==> src/rtl/mdio_pkg.sv <==
package mdio_pkg;
  typedef enum logic [1:0] {
    PH_IDLE = 2'd0,
    PH_LOW  = 2'd1,
    PH_HIGH = 2'd2
  } phase_e;

  localparam logic [1:0] START_BITS = 2'b01;
  localparam logic [1:0] OP_READ    = 2'b10;
  localparam logic [1:0] OP_WRITE   = 2'b01;
endpackage

==> src/rtl/mdio_halfcnt.sv <==
module mdio_halfcnt #(
  parameter int HALF_DIV = 4
) (
  input  logic clk,
  input  logic rst,
  input  logic clr,
  input  logic run,
  output logic expire
);
  localparam int CW = (HALF_DIV > 2) ? $clog2(HALF_DIV) : 1;

  logic [CW-1:0] cnt;

  assign expire = run && (cnt == CW'(HALF_DIV - 1));

  always_ff @(posedge clk) begin
    if (rst || clr) begin
      cnt <= '0;
    end else if (run) begin
      cnt <= expire ? '0 : cnt + 1'b1;
    end
  end
endmodule

==> src/rtl/mdio_frame_build.sv <==
module mdio_frame_build
  import mdio_pkg::*;
#(
  parameter int PRE_LEN = 32,
  parameter int PA_W    = 5,
  parameter int RA_W    = 5,
  parameter int D_W     = 16,
  parameter int HDR_W   = PRE_LEN + 4 + PA_W + RA_W,
  parameter int FW      = HDR_W + 3 + D_W,
  parameter int BW      = $clog2(FW + 1)
) (
  input  logic            wr,
  input  logic [PA_W-1:0] pa,
  input  logic [RA_W-1:0] ra,
  input  logic [D_W-1:0]  wd,
  output logic [FW-1:0]   tx,
  output logic [FW-1:0]   oe,
  output logic [BW-1:0]   len
);
  logic [HDR_W-1:0] hdr;

  always_comb begin
    hdr = {{PRE_LEN{1'b1}}, START_BITS, (wr ? OP_WRITE : OP_READ), pa, ra};
    if (wr) begin
      tx  = {hdr, 2'b00, wd, 1'b0};
      oe  = {{HDR_W{1'b1}}, 2'b00, {D_W{1'b1}}, 1'b0};
      len = BW'(FW);
    end else begin
      tx  = {hdr, {(FW - HDR_W){1'b0}}};
      oe  = {{HDR_W{1'b1}}, {(FW - HDR_W){1'b0}}};
      len = BW'(FW - 1);
    end
  end
endmodule

==> src/rtl/mdio_master.sv <==
module mdio_master
  import mdio_pkg::*;
#(
  parameter int HALF_DIV = 4,
  parameter int PRE_LEN  = 32,
  parameter int PA_W     = 5,
  parameter int RA_W     = 5,
  parameter int D_W      = 16
) (
  input  logic            clk,
  input  logic            rst,
  input  logic            req,
  input  logic            req_wr,
  input  logic [PA_W-1:0] req_phy,
  input  logic [RA_W-1:0] req_reg,
  input  logic [D_W-1:0]  req_wdata,
  output logic            busy,
  output logic            done,
  output logic [D_W-1:0]  rd_data,
  output logic            mdc,
  output logic            mdio_o,
  output logic            mdio_oe,
  input  logic            mdio_i
);
  localparam int HDR_W = PRE_LEN + 4 + PA_W + RA_W;
  localparam int FW    = HDR_W + 3 + D_W;
  localparam int BW    = $clog2(FW + 1);
  localparam int WIN_LO = HDR_W + 1;
  localparam int WIN_HI = HDR_W + D_W;

  phase_e         phase;
  logic           busy_q, done_q, mdc_q, mdo_q, oe_q, is_wr;
  logic [FW-1:0]  tx_sh, oe_sh, f_tx, f_oe;
  logic [BW-1:0]  bit_idx, last_idx, f_len;
  logic [D_W-1:0] rd_shift, rd_q;
  logic           tick, accept, in_win;

  assign accept = (phase == PH_IDLE) && req;
  assign in_win = (bit_idx >= BW'(WIN_LO)) && (bit_idx <= BW'(WIN_HI));

  mdio_halfcnt #(.HALF_DIV(HALF_DIV)) u_div (
    .clk    (clk),
    .rst    (rst),
    .clr    (accept),
    .run    (phase != PH_IDLE),
    .expire (tick)
  );

  mdio_frame_build #(
    .PRE_LEN(PRE_LEN), .PA_W(PA_W), .RA_W(RA_W), .D_W(D_W),
    .HDR_W(HDR_W), .FW(FW), .BW(BW)
  ) u_build (
    .wr  (req_wr),
    .pa  (req_phy),
    .ra  (req_reg),
    .wd  (req_wdata),
    .tx  (f_tx),
    .oe  (f_oe),
    .len (f_len)
  );

  always_ff @(posedge clk) begin
    if (rst) begin
      phase    <= PH_IDLE;
      busy_q   <= 1'b0;
      done_q   <= 1'b0;
      mdc_q    <= 1'b0;
      mdo_q    <= 1'b0;
      oe_q     <= 1'b0;
      is_wr    <= 1'b0;
      tx_sh    <= '0;
      oe_sh    <= '0;
      bit_idx  <= '0;
      last_idx <= '0;
      rd_shift <= '0;
      rd_q     <= '0;
    end else begin
      done_q <= 1'b0;
      case (phase)
        PH_IDLE: begin
          if (req) begin
            phase    <= PH_LOW;
            busy_q   <= 1'b1;
            is_wr    <= req_wr;
            tx_sh    <= f_tx;
            oe_sh    <= f_oe;
            bit_idx  <= '0;
            last_idx <= f_len - 1'b1;
            mdo_q    <= f_tx[FW-1];
            oe_q     <= f_oe[FW-1];
            mdc_q    <= 1'b0;
          end
        end
        PH_LOW: begin
          if (tick) begin
            phase <= PH_HIGH;
            mdc_q <= 1'b1;
          end
        end
        PH_HIGH: begin
          if (tick) begin
            mdc_q <= 1'b0;
            if (!is_wr && in_win) begin
              rd_shift <= {rd_shift[D_W-2:0], mdio_i};
            end
            if (bit_idx == last_idx) begin
              phase  <= PH_IDLE;
              busy_q <= 1'b0;
              done_q <= 1'b1;
              mdo_q  <= 1'b0;
              oe_q   <= 1'b0;
              if (!is_wr) begin
                rd_q <= rd_shift;
              end
            end else begin
              phase   <= PH_LOW;
              bit_idx <= bit_idx + 1'b1;
              tx_sh   <= tx_sh << 1;
              oe_sh   <= oe_sh << 1;
              mdo_q   <= tx_sh[FW-2];
              oe_q    <= oe_sh[FW-2];
            end
          end
        end
        default: phase <= PH_IDLE;
      endcase
    end
  end

  assign busy    = busy_q;
  assign done    = done_q;
  assign rd_data = rd_q;
  assign mdc     = mdc_q;
  assign mdio_o  = mdo_q;
  assign mdio_oe = oe_q;
endmodule

==> config.mk <==
export PLATFORM = sky130hd
export DESIGN_NAME = mdio_master
export DESIGN_NICKNAME = d
export VERILOG_FILES = /design/src/rtl/mdio_pkg.sv /design/src/rtl/mdio_halfcnt.sv /design/src/rtl/mdio_frame_build.sv /design/src/rtl/mdio_master.sv
export SDC_FILE = /design/constraint.sdc
export NUM_CORES = 1
export LEC_CHECK = 0
export BUFFER_PORTS_ARGS = -buffer_cell sky130_fd_sc_hd__buf_2
export CAP_MARGIN = 40
export CORE_MARGIN = 2
export CORE_UTILIZATION = 26
export CTS_CLUSTER_SIZE = 25
export DETAILED_ROUTE_END_ITERATION = 10
export GPL_ROUTABILITY_DRIVEN = 1
export PLACE_DENSITY = 0.44
export SLEW_MARGIN = 20
export SYNTH_ARGS = -nofsm -noshare
export SYNTH_HDL_FRONTEND = slang
export SYNTH_HIERARCHICAL = 1
export SYNTH_SLANG_ARGS = --single-unit
==> constraint.sdc <==
create_clock -name clk -period 2.2 [get_ports clk]
set_clock_uncertainty 0.05 [all_clocks]
set_input_delay 0.11 -clock clk [delete_from_list [all_inputs] [get_ports clk]]
set_output_delay 0.11 -clock clk [all_outputs]
set_load 0.005 [all_outputs]
==> out/metrics.sh <==
CRITPATHREQUIREDTIME_NS=2.50
COREAREA_UM2=35660
SLEW_VIOL_FINAL=0
REGISTER_AREA_UM2=3694
FINAL_AREA_UM2=10660
DRV.MAX_CAP_VIOLATION_COUNT=0
REGISTER_TO_REGISTER_PATH_SETUP_SLACK_NS=0.14
CTS-ROOT-BUF='sky130_fd_sc_hd__clkbuf_16'
ROUTE.DETAILED.DRC=0
VIAS=5960
PLACE.PORT_BUFFERS=51
VDD_IR_DROP_MAX_mV=0.5698
TNS_NS=0
WORST_HOLD_PATH_TYPE='in -> reg'
PERIOD_SHARE_PCT=93.73
FINAL_NETS=1015
SETUP_VIOL=0
NUM-FILL-CELLS=3702
CTS_BUFS_INSERTED=17
CELLPOWERDENSITY_nW_PER_UM2=730.1
STATUS='completed'
FINALWEIGHTEDCONGESTION=0.7261
WORST_SETUP_PATH_START_KIND='flop'
CLOCK_SINKS=184
YOSYSUNIQUECELLTYPES=43
CLOCK_TREE.HTREE_LEVEL_COUNT=4
CTS_MAX_PATH_BUFFERS=2
CHIPHEIGHT_UM=194.6
CP_DATA_ARRIVAL_TIME_NS=2.37
IOS=52
SYNTHCELLS=962
LEAKAGE_POWER_FIGURE_nW=4.814
FIRST_GLOBAL_VIAS=5918
SYNTH_TOP_CELLS_BY_COUNT='184 x sky130_fd_sc_hd__dfxtp_1, 179 x sky130_fd_sc_hd__nor2_1, 161 x sky130_fd_sc_hd__mux2i_1'
WL_PER_CELL_UM=11.39
DRT-VIAS-PER-INSTANCE=4.105
GRT_START_MAX_NET_PINS=75
LARGEST_FANOUT_OF_ANY_NET_ON_THE_CRITICAL_PATH=37
POST_SYNTH_INSTANCE_AREA_UM2=9440
FIRST_PASS_GRT_WIRE_LENGTH_UM=28950
DRT_WL_TOTAL_UM=16540
SYNTH-ASYNC-RESET-RATIO_PCT=0
TIGHTESTPINTRANSITION_NS=0.6770
CRITICAL-PATH-MAX-STAGE-DELAY_NS=0.37
CLKTRANSATPATHREGS_NS=0.07
DESIGN.DIE.AREA_UM2=37850
SYNTHDOMINANTAREACELLTYPE='sky130_fd_sc_hd__dfxtp_1'
CLOCK_LATENCY_NS=0.43
DRT.ANTENNA.VIOLATING_NETS=0
GRT-OVFL-TOTAL=0
GRT_SETUP_UNREPAIRED='no'
SYNTHMOSTINSTANTIATEDCELL='sky130_fd_sc_hd__dfxtp_1'
FIN_CRIT_NS=2.062
DRT_PASS1_ITERATIONS=4
PATH_CLASS='reg -> reg'
MULTIINPUTGATEAREA_UM2=4863
CRIT_CHAIN='or2_4, and2_4, mux2i_1, or2_1, o21ba_4, buf_12, buf_16, nor2_1, a211oi_2'
FIRST_ITERATION_DETAILED_ROUTING_DRC_COUNT=219
SYNTH-SEQ-AREA-SHARE_PCT=39.02
YS_TOP_CELLS_BY_AREA='sky130_fd_sc_hd__dfxtp_1 39%, sky130_fd_sc_hd__mux2i_1 17%, sky130_fd_sc_hd__a211oi_2 12%, sky130_fd_sc_hd__buf_4 9.7%, sky130_fd_sc_hd__nor2_1 7.1%'
SYNTHESIS.YOSYS.WARNINGS=6
CLOCK_TREE_FROM_TRITONCTS='done'
DPL_CELL_AREA_UM2=9892
AREAGROWTHSYNTHTOFINISH_PCT=12.87
CRITPATHSLOWESTCELL='sky130_fd_sc_hd__dfxtp_4'
SYNTH.FF_LATCH_COUNT=184
SYNTH_TOP_AREA_SHARE_PCT=39.02
DRIVE_ABOVE_1_SHARE_PCT=24.12
DP_HPWL_UM=10090
ANTENNA_CELLS_INSERTED=0
SYNTH_FF_TYPE='sky130_fd_sc_hd__dfxtp_1'
SETUP.WORST_PATH.END_CLASS='flop'
ACHIEVABLE-FREQUENCY_GHz=0.4849
GRT_ANTENNA_BEFORE_REPAIR=0
DIE_W_UM=194.6
SLEW-LIMIT-HEADROOM_PCT=54.86
TIMING_HOLD_VIOLATIONS_FINAL=0
GLOBAL_ROUTE.USAGE.TOTAL_PCT=9.153
NUMBER_OF_ENABLE_TYPE_REGISTER_CELLS_IN_THE_SYNTHESIZED_NETLIST=0
SYNTH_AREA_PER_CELL_UM2=9.813
NUM_ROWS=69
INITIAL_UTILIZATION_PCT=26.48
final cells by class:
type                            count  share of cell area, %
Clock buffer                       23                  4.591
Tap cell                          461                  5.413
Sequential cell                   184                  34.66
Clock inverter                      7                  1.092
Multi-Input combinational cell    670                  45.64
Timing Repair Buffer              101                  8.384
Inverter                            6                 0.2114
sequential cells by signal, indices dropped and copies added (netlist names), 2 cells and up:
name / count
oe_sh: 64
tx_sh: 64
rd_data: 16
rd_shift: 16
bit_idx: 7
last_idx: 7
phase: 2
u_div/cnt: 2
metrics by stage:
stage                     util, %  instances  setup slack (ns)  hold slack [ns]  power [W]
after floorplan                 -       1052          0.006088           0.1246   0.004555
after global placement      27.74       1411            0.1088           0.3103   0.004631
after detailed placement    27.74       1411           0.05641           0.3106   0.004648
after CTS                   29.64       1448           0.03184         0.004155   0.007913
after global routing        29.88       1452           0.01456          0.02109   0.008200
final                       29.88       1452            0.1379          0.02015   0.007779
placed cells by master, fill, tap and decap left out, types with 3 or more instances in the layout:
cell	n
sky130_fd_sc_hd__mux2i_1	161
sky130_fd_sc_hd__nor2_1	179
sky130_fd_sc_hd__buf_4	25
sky130_fd_sc_hd__nand2_1	11
sky130_fd_sc_hd__buf_2	50
sky130_fd_sc_hd__clkbuf_1	3
sky130_fd_sc_hd__dlygate4sd3_1	7
sky130_fd_sc_hd__dfxtp_1	180
sky130_fd_sc_hd__ha_1	3
sky130_fd_sc_hd__and2_2	12
sky130_fd_sc_hd__a22oi_1	4
sky130_fd_sc_hd__clkbuf_16	19
sky130_fd_sc_hd__o21ai_0	6
sky130_fd_sc_hd__inv_1	5
sky130_fd_sc_hd__bufinv_16	3
sky130_fd_sc_hd__xnor2_1	10
sky130_fd_sc_hd__and2_1	4
sky130_fd_sc_hd__a21oi_1	11
sky130_fd_sc_hd__nand4b_1	3
sky130_fd_sc_hd__nand3_1	3
sky130_fd_sc_hd__a211oi_2	91
sky130_fd_sc_hd__conb_1	92
sky130_fd_sc_hd__clkbuf_8	3
sky130_fd_sc_hd__nor3_1	3
sky130_fd_sc_hd__or3_1	3
sky130_fd_sc_hd__a211oi_1	43
sky130_fd_sc_hd__buf_12	14
sky130_fd_sc_hd__a31oi_1	3
metal layers:
layer | track usage (%) | part of all wire, % | vias up | wire length, um
met4 | 2.735 | 0.93 | 0 | 153
met5 | 0 | 0 | - | 0
li1 | - | - | 3179 | -
met3 | 2.967 | 3.9 | 9 | 646
met2 | 14.20 | 42 | 67 | 6990
met1 | 12.08 | 53 | 2705 | 8744
cell families (layout without fill, tap and decap cells):
logic type      count (synthesis)  after routing  synth area share, %
mux                           161            161                17.07
fa+ha+maj                       4              4               0.5302
xor+xnor                       12             12                1.113
buf+inv                       198            137                13.41
other cells                     2             92              0.07955
simple gates                  239            239                11.53
compound gates                162            162                17.24
flops                         184            184                39.02
final timing paths:
path / startpoint / depth (start not counted) / endpoint
min: req_reg[2] / 3 / tx_sh[21]$_SDFFE_PP0P_
max reg2reg: phase[0]$_SDFFE_PP0P_ / 9 / tx_sh[23]$_SDFFE_PP0P_
min reg2reg: rd_data[12]$_SDFFE_PP0P_ / 2 / rd_data[12]$_SDFFE_PP0P_
max: phase[0]$_SDFFE_PP0P_ / 9 / tx_sh[23]$_SDFFE_PP0P_
what timing repair did:
action / 4_1_cts / 5_1_grt
endpoints found under the setup margin: 0 / 48
endpoints found under the hold margin: 7 / 0
buffers inserted: 0 / 3
hold buffers: 7 / 0
gates resized for setup: 0 / 9
critical path: cells and delay by family, from the launching register on:
kind / cells / cell delay (ns)
AOI/OAI and AO/OA: 2 / 0.48
buffers and inverters: 2 / 0.37
DFF: 1 / 0.37
muxes: 1 / 0.08
and+or+nand+nor: 4 / 0.62
power breakdown:
group	leakage (nW)	switching, W	internal, W
Combinational	3.00	0.000498	0.000419
Clock	0.294	0.00129	0.00190
Sequential	1.52	0.000111	0.00356
Total	4.81	0.00190	0.00588
Note: power is estimated with default switching activity, not from simulation.
